### src/rtl/irq_bank_pkg.sv
package irq_bank_pkg;

    localparam int BANK_ADDR_W = 3;

    typedef enum logic [BANK_ADDR_W-1:0] {
        REG_CAUSE     = 3'd0,
        REG_CAUSE_SET = 3'd1,
        REG_MASK_SET  = 3'd2,
        REG_MASK_CLR  = 3'd3,
        REG_CLR_MODE  = 3'd4,
        REG_MASK_VAL  = 3'd5
    } bank_reg_e;

    typedef struct packed {
        logic cause_wr;
        logic cause_rd;
        logic set_wr;
        logic mset_wr;
        logic mclr_wr;
        logic mode_wr;
        logic mode_rd;
        logic mval_rd;
    } bank_strobe_t;

    function automatic bank_strobe_t decode_access(
        input logic                   wr,
        input logic                   rd,
        input logic [BANK_ADDR_W-1:0] addr
    );
        bank_strobe_t s;
        s = '0;
        unique case (addr)
            REG_CAUSE: begin
                s.cause_wr = wr;
                s.cause_rd = rd;
            end
            REG_CAUSE_SET: s.set_wr = wr;
            REG_MASK_SET:  s.mset_wr = wr;
            REG_MASK_CLR:  s.mclr_wr = wr;
            REG_CLR_MODE: begin
                s.mode_wr = wr;
                s.mode_rd = rd;
            end
            REG_MASK_VAL:  s.mval_rd = rd;
            default: ;
        endcase
        return s;
    endfunction

endpackage

### src/rtl/irq_cause_bit.sv
module irq_cause_bit (
    input  logic clk,
    input  logic rst,
    input  logic evt,
    input  logic sw_set,
    input  logic w1c_hit,
    input  logic rd_hit,
    input  logic cor_mode,
    output logic q
);
    logic clr;

    always_comb begin
        clr = (w1c_hit & ~cor_mode) | (rd_hit & cor_mode);
    end

    always_ff @(posedge clk) begin
        if (rst) q <= 1'b0;
        else     q <= (q & ~clr) | evt | sw_set;
    end

    // an event pulse always leaves the bit set
    p_event_wins_r9: assert property (@(posedge clk) disable iff (rst)
        evt |=> q);

    // read in clear-on-read mode clears the bit when nothing sets it
    p_cor_clear_r6: assert property (@(posedge clk) disable iff (rst)
        (rd_hit && cor_mode && !evt && !sw_set) |=> !q);

    // a write-one-clear is ignored for a clear-on-read bit
    p_w1c_ignored_r7: assert property (@(posedge clk) disable iff (rst)
        (w1c_hit && cor_mode && !rd_hit && q) |=> q);

    // software set raises the bit
    p_sw_set_r8: assert property (@(posedge clk) disable iff (rst)
        sw_set |=> q);

endmodule

### src/rtl/irq_mask_reg.sv
module irq_mask_reg #(
    parameter int NBITS = 32
) (
    input  logic             clk,
    input  logic             rst,
    input  logic             set_wr,
    input  logic             clr_wr,
    input  logic [NBITS-1:0] wdata,
    output logic [NBITS-1:0] mask
);
    localparam logic [NBITS-1:0] ALL_MASKED = {NBITS{1'b1}};

    logic [NBITS-1:0] set_vec;
    logic [NBITS-1:0] clr_vec;

    always_comb begin
        set_vec = set_wr ? wdata : '0;
        clr_vec = clr_wr ? wdata : '0;
    end

    always_ff @(posedge clk) begin
        if (rst) mask <= ALL_MASKED;
        else     mask <= (mask | set_vec) & ~clr_vec;
    end

    // written ones end up set in the mask
    p_mask_set_r3: assert property (@(posedge clk) disable iff (rst)
        (set_wr && !clr_wr) |=> ((mask & $past(wdata)) == $past(wdata)));

    // written ones end up cleared in the mask
    p_mask_clr_r4: assert property (@(posedge clk) disable iff (rst)
        (clr_wr && !set_wr) |=> ((mask & $past(wdata)) == '0));

    // zero data bits leave the mask alone
    p_mask_keep_r3: assert property (@(posedge clk) disable iff (rst)
        (set_wr || clr_wr) |=> ((mask & ~$past(wdata)) == ($past(mask) & ~$past(wdata))));

    // with no mask write the mask holds
    p_mask_hold_r5: assert property (@(posedge clk) disable iff (rst)
        (!set_wr && !clr_wr) |=> $stable(mask));

endmodule

### src/rtl/irq_read_port.sv
module irq_read_port
    import irq_bank_pkg::*;
#(
    parameter int NBITS = 32
) (
    input  logic             clk,
    input  logic             rst,
    input  bank_strobe_t     stb,
    input  logic             rd_en,
    input  logic [NBITS-1:0] cause,
    input  logic [NBITS-1:0] mask,
    input  logic [NBITS-1:0] mode,
    output logic [NBITS-1:0] rdata
);
    logic [NBITS-1:0] rd_sel;

    always_comb begin
        rd_sel = '0;
        if (stb.cause_rd) rd_sel = cause;
        if (stb.mode_rd)  rd_sel = mode;
        if (stb.mval_rd)  rd_sel = mask;
    end

    always_ff @(posedge clk) begin
        if (rst)        rdata <= '0;
        else if (rd_en) rdata <= rd_sel;
    end

    // read data only moves on a read
    p_rdata_hold_r11: assert property (@(posedge clk) disable iff (rst)
        !rd_en |=> $stable(rdata));

    // reset leaves the read data at zero
    p_rdata_reset_r1: assert property (@(posedge clk)
        rst |=> (rdata == '0));

endmodule

### src/rtl/irq_cause_bank.sv
module irq_cause_bank
    import irq_bank_pkg::*;
#(
    parameter int NBITS = 32
) (
    input  logic                   clk,
    input  logic                   rst,
    input  logic [NBITS-1:0]       evt_in,
    input  logic                   reg_wr_en,
    input  logic                   reg_rd_en,
    input  logic [BANK_ADDR_W-1:0] reg_addr,
    input  logic [NBITS-1:0]       reg_wdata,
    output logic [NBITS-1:0]       reg_rdata,
    output logic                   irq_pending
);
    bank_strobe_t     stb;
    logic [NBITS-1:0] cause_q;
    logic [NBITS-1:0] mask_q;
    logic [NBITS-1:0] mode_q;
    logic [NBITS-1:0] w1c_vec;
    logic [NBITS-1:0] set_vec;

    always_comb begin
        stb     = decode_access(reg_wr_en, reg_rd_en, reg_addr);
        w1c_vec = stb.cause_wr ? reg_wdata : '0;
        set_vec = stb.set_wr   ? reg_wdata : '0;
    end

    for (genvar i = 0; i < NBITS; i++) begin : g_cause
        irq_cause_bit u_bit (
            .clk      (clk),
            .rst      (rst),
            .evt      (evt_in[i]),
            .sw_set   (set_vec[i]),
            .w1c_hit  (w1c_vec[i]),
            .rd_hit   (stb.cause_rd),
            .cor_mode (mode_q[i]),
            .q        (cause_q[i])
        );
    end

    irq_mask_reg #(.NBITS(NBITS)) u_mask (
        .clk    (clk),
        .rst    (rst),
        .set_wr (stb.mset_wr),
        .clr_wr (stb.mclr_wr),
        .wdata  (reg_wdata),
        .mask   (mask_q)
    );

    always_ff @(posedge clk) begin
        if (rst)              mode_q <= '0;
        else if (stb.mode_wr) mode_q <= reg_wdata;
    end

    irq_read_port #(.NBITS(NBITS)) u_rd (
        .clk   (clk),
        .rst   (rst),
        .stb   (stb),
        .rd_en (reg_rd_en),
        .cause (cause_q),
        .mask  (mask_q),
        .mode  (mode_q),
        .rdata (reg_rdata)
    );

    always_comb begin
        irq_pending = |(cause_q & ~mask_q);
    end

    // state after reset
    p_reset_state_r1: assert property (@(posedge clk)
        rst |=> (cause_q == '0 && (&mask_q) && mode_q == '0));

    // a fully masked bank never signals
    p_masked_quiet_r10: assert property (@(posedge clk) disable iff (rst)
        (&mask_q) |-> !irq_pending);

    // an unmasked event is signalled on the next cycle
    p_unmasked_event_r10: assert property (@(posedge clk) disable iff (rst)
        ((evt_in & ~mask_q) != '0 && !stb.mset_wr) |=> irq_pending);

endmodule

### config.mk
export PLATFORM = sky130hd
export DESIGN_NAME = irq_cause_bank
export DESIGN_NICKNAME = d
export VERILOG_FILES = /design/src/rtl/irq_bank_pkg.sv /design/src/rtl/irq_cause_bit.sv /design/src/rtl/irq_mask_reg.sv /design/src/rtl/irq_read_port.sv /design/src/rtl/irq_cause_bank.sv
export SDC_FILE = /design/constraint.sdc
export NUM_CORES = 1
export LEC_CHECK = 0
export ABC_CLOCK_PERIOD_IN_PS = 10300
export CAP_MARGIN = 10
export CELL_PAD_IN_SITES_DETAIL_PLACEMENT = 0
export CELL_PAD_IN_SITES_GLOBAL_PLACEMENT = 2
export CORE_ASPECT_RATIO = 1.1
export CORE_MARGIN = 10
export CORE_UTILIZATION = 36
export DETAILED_ROUTE_END_ITERATION = 7
export GPL_ROUTABILITY_DRIVEN = 0
export PLACE_DENSITY_LB_ADDON = 0.1
export SYNTH_ARGS = -nofsm -noshare
export SYNTH_HDL_FRONTEND = slang
export SYNTH_HIERARCHICAL = 1
export SYNTH_SLANG_ARGS = --single-unit
### constraint.sdc
create_clock -name clk -period 10.3 [get_ports clk]
set_input_delay 2.06 -clock clk [delete_from_list [all_inputs] [get_ports clk]]
set_output_delay 2.06 -clock clk [all_outputs]
set_load 0.005 [all_outputs]
==> results of run 1 <==
==> critical path: stages <==
cell and delay [ns]:
clkdlybuf4s50_1 0.45, buf_4 0.36, nor4b_2 0.27, buf_4 0.46
nor2b_4 0.97, a221oi_1 0.19, o32ai_1 0.35
==> synthesized netlist by cell type, types with 2 or more instances <==
cell	number	area, µm²
dfxtp_1	128	2560
nand2_1	65	244
and2_1	64	400
nand2b_1	64	400
nor2_1	33	124
a211oi_1	32	240
a31oi_1	32	200
inv_1	32	120
mux2_1	32	360
nor2b_1	32	200
o22ai_2	32	400
o32ai_1	31	272
a221oi_1	22	193
a21oi_2	18	158
o22ai_1	16	100
a21oi_1	14	70.1
buf_6	14	158
clkbuf_1	13	48.8
buf_2	11	55.1
a221oi_2	10	150
clkbuf_2	6	30.0
buf_4	4	30.0
nor4_1	4	25.0
clkbuf_8	3	41.3
and2b_2	2	17.5
nand2b_2	2	17.5
==> where the power goes <==
| part | leakage [nW] | total [W] | switching (W) | internal, W |
|---|---|---|---|---|
| combinational | 1.56 | 0.000141 | 0.0000739 | 0.0000669 |
| sequential | 1.05 | 0.000537 | 0.0000206 | 0.000516 |
| clock | 0.309 | 0.000646 | 0.000224 | 0.000422 |
==> logic make-up after synthesis <==
group,count (synthesis),share of synthesized area
flops,128,0.378
simple gates,277,0.228
compound gates,208,0.266
mux,32,0.0532
buf+inv,86,0.0750
==> per-layer routing <==
metal,global-route usage,routed length (µm)
met3,0.0391,1050
met4,0.0525,268
met2,0.295,11000
met1,0.241,10500
met5,0,0
==> final cells by class <==
| cell class | instances | area (µm²) |
|---|---|---|
| fillers | 1780 | 10000 |
| multi-input cells | 517 | 3730 |
| flip-flops and latches | 128 | 2560 |
| repair buffers | 110 | 1080 |
| clock buffers | 21 | 470 |
| well taps | 243 | 304 |
| clock inverters | 11 | 160 |
| inverters | 34 | 130 |
==> final timing paths <==
check	end	slack (ns)
setup / recovery	u_rd/rdata[19]	5.44
setup reg to reg	u_rd/rdata[29]	9.23
hold / removal	mode_q[13]	0.48
hold reg to reg	mode_q[13]	0.48
==> flip-flops by register name, summed over array words and instances (netlist names) <==
| register | cells |
|---|---|
| u_mask/mask | 32 |
| g_cause.u_bit/q | 32 |
| u_rd/rdata | 32 |
| mode_q | 32 |
==> per-stage QoR <==
| step | utilization | setup WS [ns] |
|---|---|---|
| final | 0.457 | 5.44 |
| after detailed placement | 0.423 | 5.02 |
| after floorplan | - | 4.91 |
| after global placement | 0.423 | 5.12 |
| after global routing | 0.457 | 5.33 |
| after CTS | 0.457 | 5.46 |
==> impl_metrics.ini, run 1 <==
[status]
status = complete, no violations

[sta]
maxSlewViolCount = 0
hold_viol = 0
rsz0062_at_grt = false
holdWs_ns = 0.484
fin_crit_ns = 4.86
final.setup.tns_ns = 0
max_slew_margin = 0.281
max_freq_mhz = 206
setup_viol = 0
worstMarginPinSlew_ns = 1.08
fin_crit_sh = 0.472
skew_ns = 0.00549

[power_and_ir_drop]
p_leak_nw = 2.92
ir_drop_v = 0.000119
cellPowerDensity_nw_per_um2 = 157
p_total_w = 0.00132

[clock_tree]
cts_buffers = 17
clk_pin_slew_ns = 0.06
cts_hold_buf = 0
cts_root_buffer = clkbuf_16
cts_setup_buffers = 0
clockBufferDepth = 2
clock_sinks = 128
htree_levels = 4
clk_latency_ns = 0.42
cts.repair.resized = 0
cts_tree = built

[global_route]
grt_overflow_total = 0
gr-usage-all-layers = 0.183
grt_max_degree = 85
grt_pass1_vias = 6014
antenna_found_initial = 0
grt_pass1_wl_um = 35000

[floorplan]
core_area_um2 = 18500
initial_utilization = 0.367
die_area_um2 = 24700
io_pins = 104
core.rowCount = 52
fp.dieW_um = 151
chipHeight_um = 164

[hold_path]
hold_path_depth = 2
hold_path_class = flop to flop
min_from = mode_q[13]

[place]
dp_cells = 1032
place_area_um2 = 7810
io_buffers = 103
hpwlAfterDp_um = 13700

[route]
wl_um = 22800
vias = 5804
via_per_inst = 5.45
drt-pass1-iter-count = 5
drtAntennaViolNets = 0
initialDrtViolationCount = 368
wl_per_cell_um = 21.4
drc = 0

[critical_path]
endpoint_kind = flop
worstReg2RegStart = g_cause[29].u_bit/q
startpoint_type = primary input
path_class = primary input to flop
cp.required_ns = 10.61
arrival_ns = 5.17
worstRegToRegCells = 3
cp-startpoint = reg_rd_en
worstPathMaxFanout = 35

[yosys]
async_reset_ff_frac = 0
synth_ff_type = dfxtp_1
syn-cell-area_um2 = 6780
syn_inst = 731
synth_nets = 802
syn_avg_cell_area_um2 = 9.27
synth_edf_count = 0
synth_cell_types = 41
ys_warn_count = 6
synth.ff_latch_count = 128
synth_seq_area_share = 0.378

[layout]
layout-drive-gt1-share = 0.143
fin_cells = 1064
diodes = 0
final_common_cell = dfxtp_1
final_cell_area_um2 = 8440
nets = 879
final_cell_mix = dfxtp_1, clkdlybuf4s50_1, nand2_1
syn_to_final_growth_pct = 24.6

[flow_run]
drv_cap = 0
Power figures use the tool's default switching activity.
==> run 2, diff against run 1 <==
Settings changed: ABC_CLOCK_PERIOD_IN_PS 10300 to 4019, CORE_UTILIZATION 36 to 30.
Clock period 10.3 ns to 4.02 ns, I/O delays scaled along.
==> run 2 against run 1 <==
Net effect: die area increased by 17%; design area increased by 0.98%; utilization decreased by 7.3 points; via count increased by 1.4%; sequential share of layout area decreased by 0.29 points; first-iteration DRC count increased by 32%; clock power increased by 140%; worst setup slack got worse by 4.4 ns; critical path depth decreased by 1; count of clock-buffer cells in the layout increased by 4; cell count increased by 5.3%; worst hold slack improved by 0.00090 ns; critical path type unchanged; largest power group unchanged; highest routed layer unchanged.
==> impl_metrics.ini, run 2 (synthesis results as in run 1) <==
[sta]
fin_crit_sh = 0.738
maxSlewViolCount = 0
max_slew_margin = 0.278
skew_ns = 0.00602
final.setup.tns_ns = 0
max_freq_mhz = 337
fin_crit_ns = 2.97
setup_viol = 0
worstMarginPinSlew_ns = 1.08
rsz0062_at_grt = false
hold_viol = 0

[layout]
final_cell_area_um2 = 8520
diodes = 0
layout-drive-gt1-share = 0.143
syn_to_final_growth_pct = 25.8
seq_area_um2 = 2560
fillers = 2217
multi_input_comb_area_um2 = 3740
nets = 885
final_common_cell = dfxtp_1
fin_util = 0.384
final_cell_mix = dfxtp_1, clkdlybuf4s50_1, nand2_1

[route]
met3_length_um = 1250
top_layer_used = met4
wl_met2_um = 10900
wl_um = 24200
initialDrtViolationCount = 484
drc = 0
drtAntennaViolNets = 0
wl_per_cell_um = 21.6
drt-met1-wl_um = 11700
via_per_inst = 5.26
drt-pass1-iter-count = 5
vias = 5886

[hold_path]
hold_path_class = flop to flop
hold_path_depth = 2

[critical_path]
worstPathCellList = clkdlybuf4s50_1 -> buf_4 -> nor4b_4 -> nor2b_4 -> a221oi_1 -> o32ai_1
path_delay_family = simple AND/OR/NAND/NOR gates
arrival_ns = 3.29
cp.required_ns = 4.34
endpoint_kind = flop
worst_path_max_delay_cell = nor2b_4
worstRegToRegCells = 3
cp.buffers_inverters = 2
startpoint_type = primary input
path_depth = 6
worstPathMaxFanout = 30
max_stage_delay_ns = 0.93
path_class = primary input to flop

[floorplan]
core_area_um2 = 22200
fp.dieW_um = 163
initial_utilization = 0.305
io_pins = 104
chipHeight_um = 178
core.rowCount = 57
die_area_um2 = 29000

[clock_tree]
htree_levels = 4
cts_root_buffer = clkbuf_16
cts_buffers = 17
cts_hold_buf = 0
clk_pin_slew_ns = 0.06
clock_sinks = 128
cts_setup_buffers = 0
clockBufferDepth = 2
clk_latency_ns = 0.42
cts_tree = built
cts.repair.resized = 0

[place]
place_area_um2 = 7940
io_buffers = 103
hpwlAfterDp_um = 15200

[global_route]
grt_pass1_wl_um = 37100
grt_max_degree = 101
grt_overflow_total = 0
gr-usage-all-layers = 0.166
grt_pass1_vias = 6068
antenna_found_initial = 0

[power_and_ir_drop]
p_leak_nw = 2.93
cellPowerDensity_nw_per_um2 = 388
ir_drop_v = 0.000234

[flow_run]
drv_cap = 0

[status]
status = complete, no violations
==> run 2: metrics by stage <==
step	instances	hold slack [ns]	power [W]	setup slack, ns
final	1120	0.485	0.00330	1.05
after global routing	1120	0.509	0.00343	0.912
after CTS	1120	0.486	0.00334	0.919
after detailed placement	1090	0.478	0.00178	0.649
after global placement	1090	0.466	0.00177	0.750
after floorplan	731	0.449	0.00158	0.982
==> run 2: tightest hold or removal path, cell delays in order, from the launching register on <==
cell and delay (ns):
dfxtp_1 0.33, nand2_1 0.06, a21oi_1 0.05
==> run 2: routing by layer <==
metal / up-vias / global-route usage
met4: 0 / 0.0523
met2: 160 / 0.254
met5: - / 0
met3: 24 / 0.0385
met1: 2887 / 0.226
li1: 2815 / -
==> run 2: cell type report <==
| class | instances | area share |
|---|---|---|
| multi-input combinational | 517 | 0.438 |
| sequential | 128 | 0.301 |
| timing repair buffer | 116 | 0.134 |
| clock buffer | 25 | 0.0593 |
| tap | 295 | 0.0433 |
| inverter | 34 | 0.0153 |
| clock inverter | 5 | 0.00910 |
==> run 2: final timing paths <==
| check | start | to | slack (ns) |
|---|---|---|---|
| worst max-delay path | reg_rd_en | u_rd/rdata[25] | 1.05 |
| worst min-delay path | mode_q[14] | mode_q[14] | 0.49 |
| worst max register to register | g_cause[30].u_bit/q | u_rd/rdata[30] | 2.88 |
| worst min register to register | mode_q[14] | mode_q[14] | 0.49 |
==> run 2: report_power, final <==
group          total (W)  switching, W  internal [W]  leakage [nW]
Combinational   0.000367      0.000192      0.000174          1.60
Clock            0.00156      0.000570      0.000987         0.285
Sequential       0.00138     0.0000571       0.00132          1.05
==> run 3, diff against run 2 <==
Settings changed: ABC_CLOCK_PERIOD_IN_PS 4019 to 2800, CORE_UTILIZATION 30 to 34.
Clock period 4.02 ns to 2.8 ns, I/O delays scaled along.
==> run 3 against run 2 <==
Net effect: non-clock buffer count is 8 higher; sequential share of layout area is 0.19 points lower; die area is 10% lower; worst setup slack worse by 0.93 ns; utilization is 5.0 points higher; clock skew hardly changed; sequential power is 43% higher; via count is 0.29% lower; critical endpoint is now irq_pending; first-iteration DRC count is 29% lower; critical path depth stayed put; register-to-register slack worse by 1.1 ns; critical path type is now flop to output pin.
==> impl_metrics.ini, run 3 (synthesis results as in run 1) <==
[sta]
fin_ws_ns = 0.117
rsz0062_at_grt = false
hold_viol = 0
skew_ns = 0.00553
final.setup.tns_ns = 0
fin_crit_sh = 0.958
maxSlewViolCount = 0
fin_crit_ns = 2.68
setup_viol = 0
max_freq_mhz = 373
worstMarginPinSlew_ns = 0.949
max_slew_margin = 0.366

[clock_tree]
cts_root_buffer = clkbuf_16
htree_levels = 4
clock_sinks = 128
cts.repair.resized = 0
cts_buffers = 17
cts_tree = built
clk_pin_slew_ns = 0.06
cts_hold_buf = 0
clockBufferDepth = 2
cts_setup_buffers = 0
clk_latency_ns = 0.42

[power_and_ir_drop]
p_leak_nw = 2.99
cellPowerDensity_nw_per_um2 = 555
pwr-share-comb = 0.115
seqPwrFrac = 0.414
power.internal_w = 0.00361
ir_drop_v = 0.000461
p_sw_frac = 0.241
power.net_switching_w = 0.00115
power.share.clock = 0.470

[critical_path]
cp.required_ns = 2.24
startpoint_type = flop
reg2reg_slack_ns = 1.77
max_stage_delay_ns = 0.49
endpoint_kind = output pin
worstPathCellList = inv_1 -> o22ai_1 -> nor4_1 -> buf_4 -> nand4_1 -> clkdlybuf4s50_1
worstPathMaxFanout = 3
worst_path_max_delay_cell = clkdlybuf4s50_1
path_class = flop to output pin
arrival_ns = 2.12

[place]
dp_cells = 1055
place_area_um2 = 7990
io_buffers = 103
place_worst_setup_slack_ns = 0.0146
hpwlAfterDp_um = 14700

[global_route]
grt_pass1_vias = 6248
grt_overflow_total = 0
grt_max_degree = 76
grt_pass1_wl_um = 37800
gr-usage-all-layers = 0.184
antenna_found_initial = 0

[floorplan]
core_area_um2 = 19700
chipHeight_um = 168
core.rowCount = 54
die_area_um2 = 26000
io_pins = 104
initial_utilization = 0.343
fp.dieW_um = 155

[layout]
fin_util = 0.435
diodes = 0
syn_to_final_growth_pct = 26.6
fin_cells = 1084
final_cell_area_um2 = 8580
final_common_cell = dfxtp_1
nets = 893
layout-drive-gt1-share = 0.151
final_cell_mix = dfxtp_1, clkdlybuf4s50_1, nand2_1

[route]
wl_per_cell_um = 22.2
initialDrtViolationCount = 343
via_per_inst = 5.41
drc = 0
drt-pass1-iter-count = 5
wl_um = 24000
vias = 5869
drtAntennaViolNets = 0

[hold_path]
hold_path_class = flop to flop

[status]
status = complete, no violations

[flow_run]
drv_cap = 0
run 3: cell type report:
cell class / instances / area (µm²)
clock inverters: 7 / 110
repair buffers: 124 / 1250
inverters: 34 / 130
flip-flops and latches: 128 / 2560
well taps: 252 / 315
multi-input cells: 517 / 3740
clock buffers: 22 / 474
fillers: 1906 / 11200
run 3: worst max-delay path: cells and delay by family (launching register included):
kind / cells / cell delay (ns)
AO/OA/AOI/OAI: 1 / 0.11
buffers and inverters: 3 / 0.72
flip-flops: 1 / 0.32
AND/OR/NAND/NOR: 2 / 0.54
run 3: routing by layer:
metal	wire length, µm	up-vias	share of wire	global-route usage
met5	0	-	0	0
met4	423	0	0.018	0.0633
met3	944	29	0.039	0.0380
met2	11600	149	0.48	0.300
met1	11000	2866	0.46	0.236
li1	-	2825	-	-
run 3: worst paths after layout:
kind,to,from,cells past startpoint
worst max-delay path,irq_pending,g_cause[14].u_bit/q,6
worst min register to register,mode_q[12],mode_q[12],2
worst max register to register,u_rd/rdata[30],g_cause[30].u_bit/q,3
worst min-delay path,mode_q[12],mode_q[12],2
run 3: through the flow:
step	total power (W)	hold slack (ns)
after floorplan	0.00227	0.449
after CTS	0.00480	0.487
after global placement	0.00255	0.464
after detailed placement	0.00256	0.478
final	0.00476	0.485
after global routing	0.00495	0.507
run 3: power groups by stage:
stage / registers (W) / logic (W) / clock network (W)
finish: 0.00197 / 0.000548 / 0.00224
global route: 0.00198 / 0.000595 / 0.00237
CTS: 0.00197 / 0.000553 / 0.00228
detailed placement: 0.00201 / 0.000550 / 0
global placement: 0.00201 / 0.000541 / 0
floorplan: 0.00199 / 0.000282 / 0
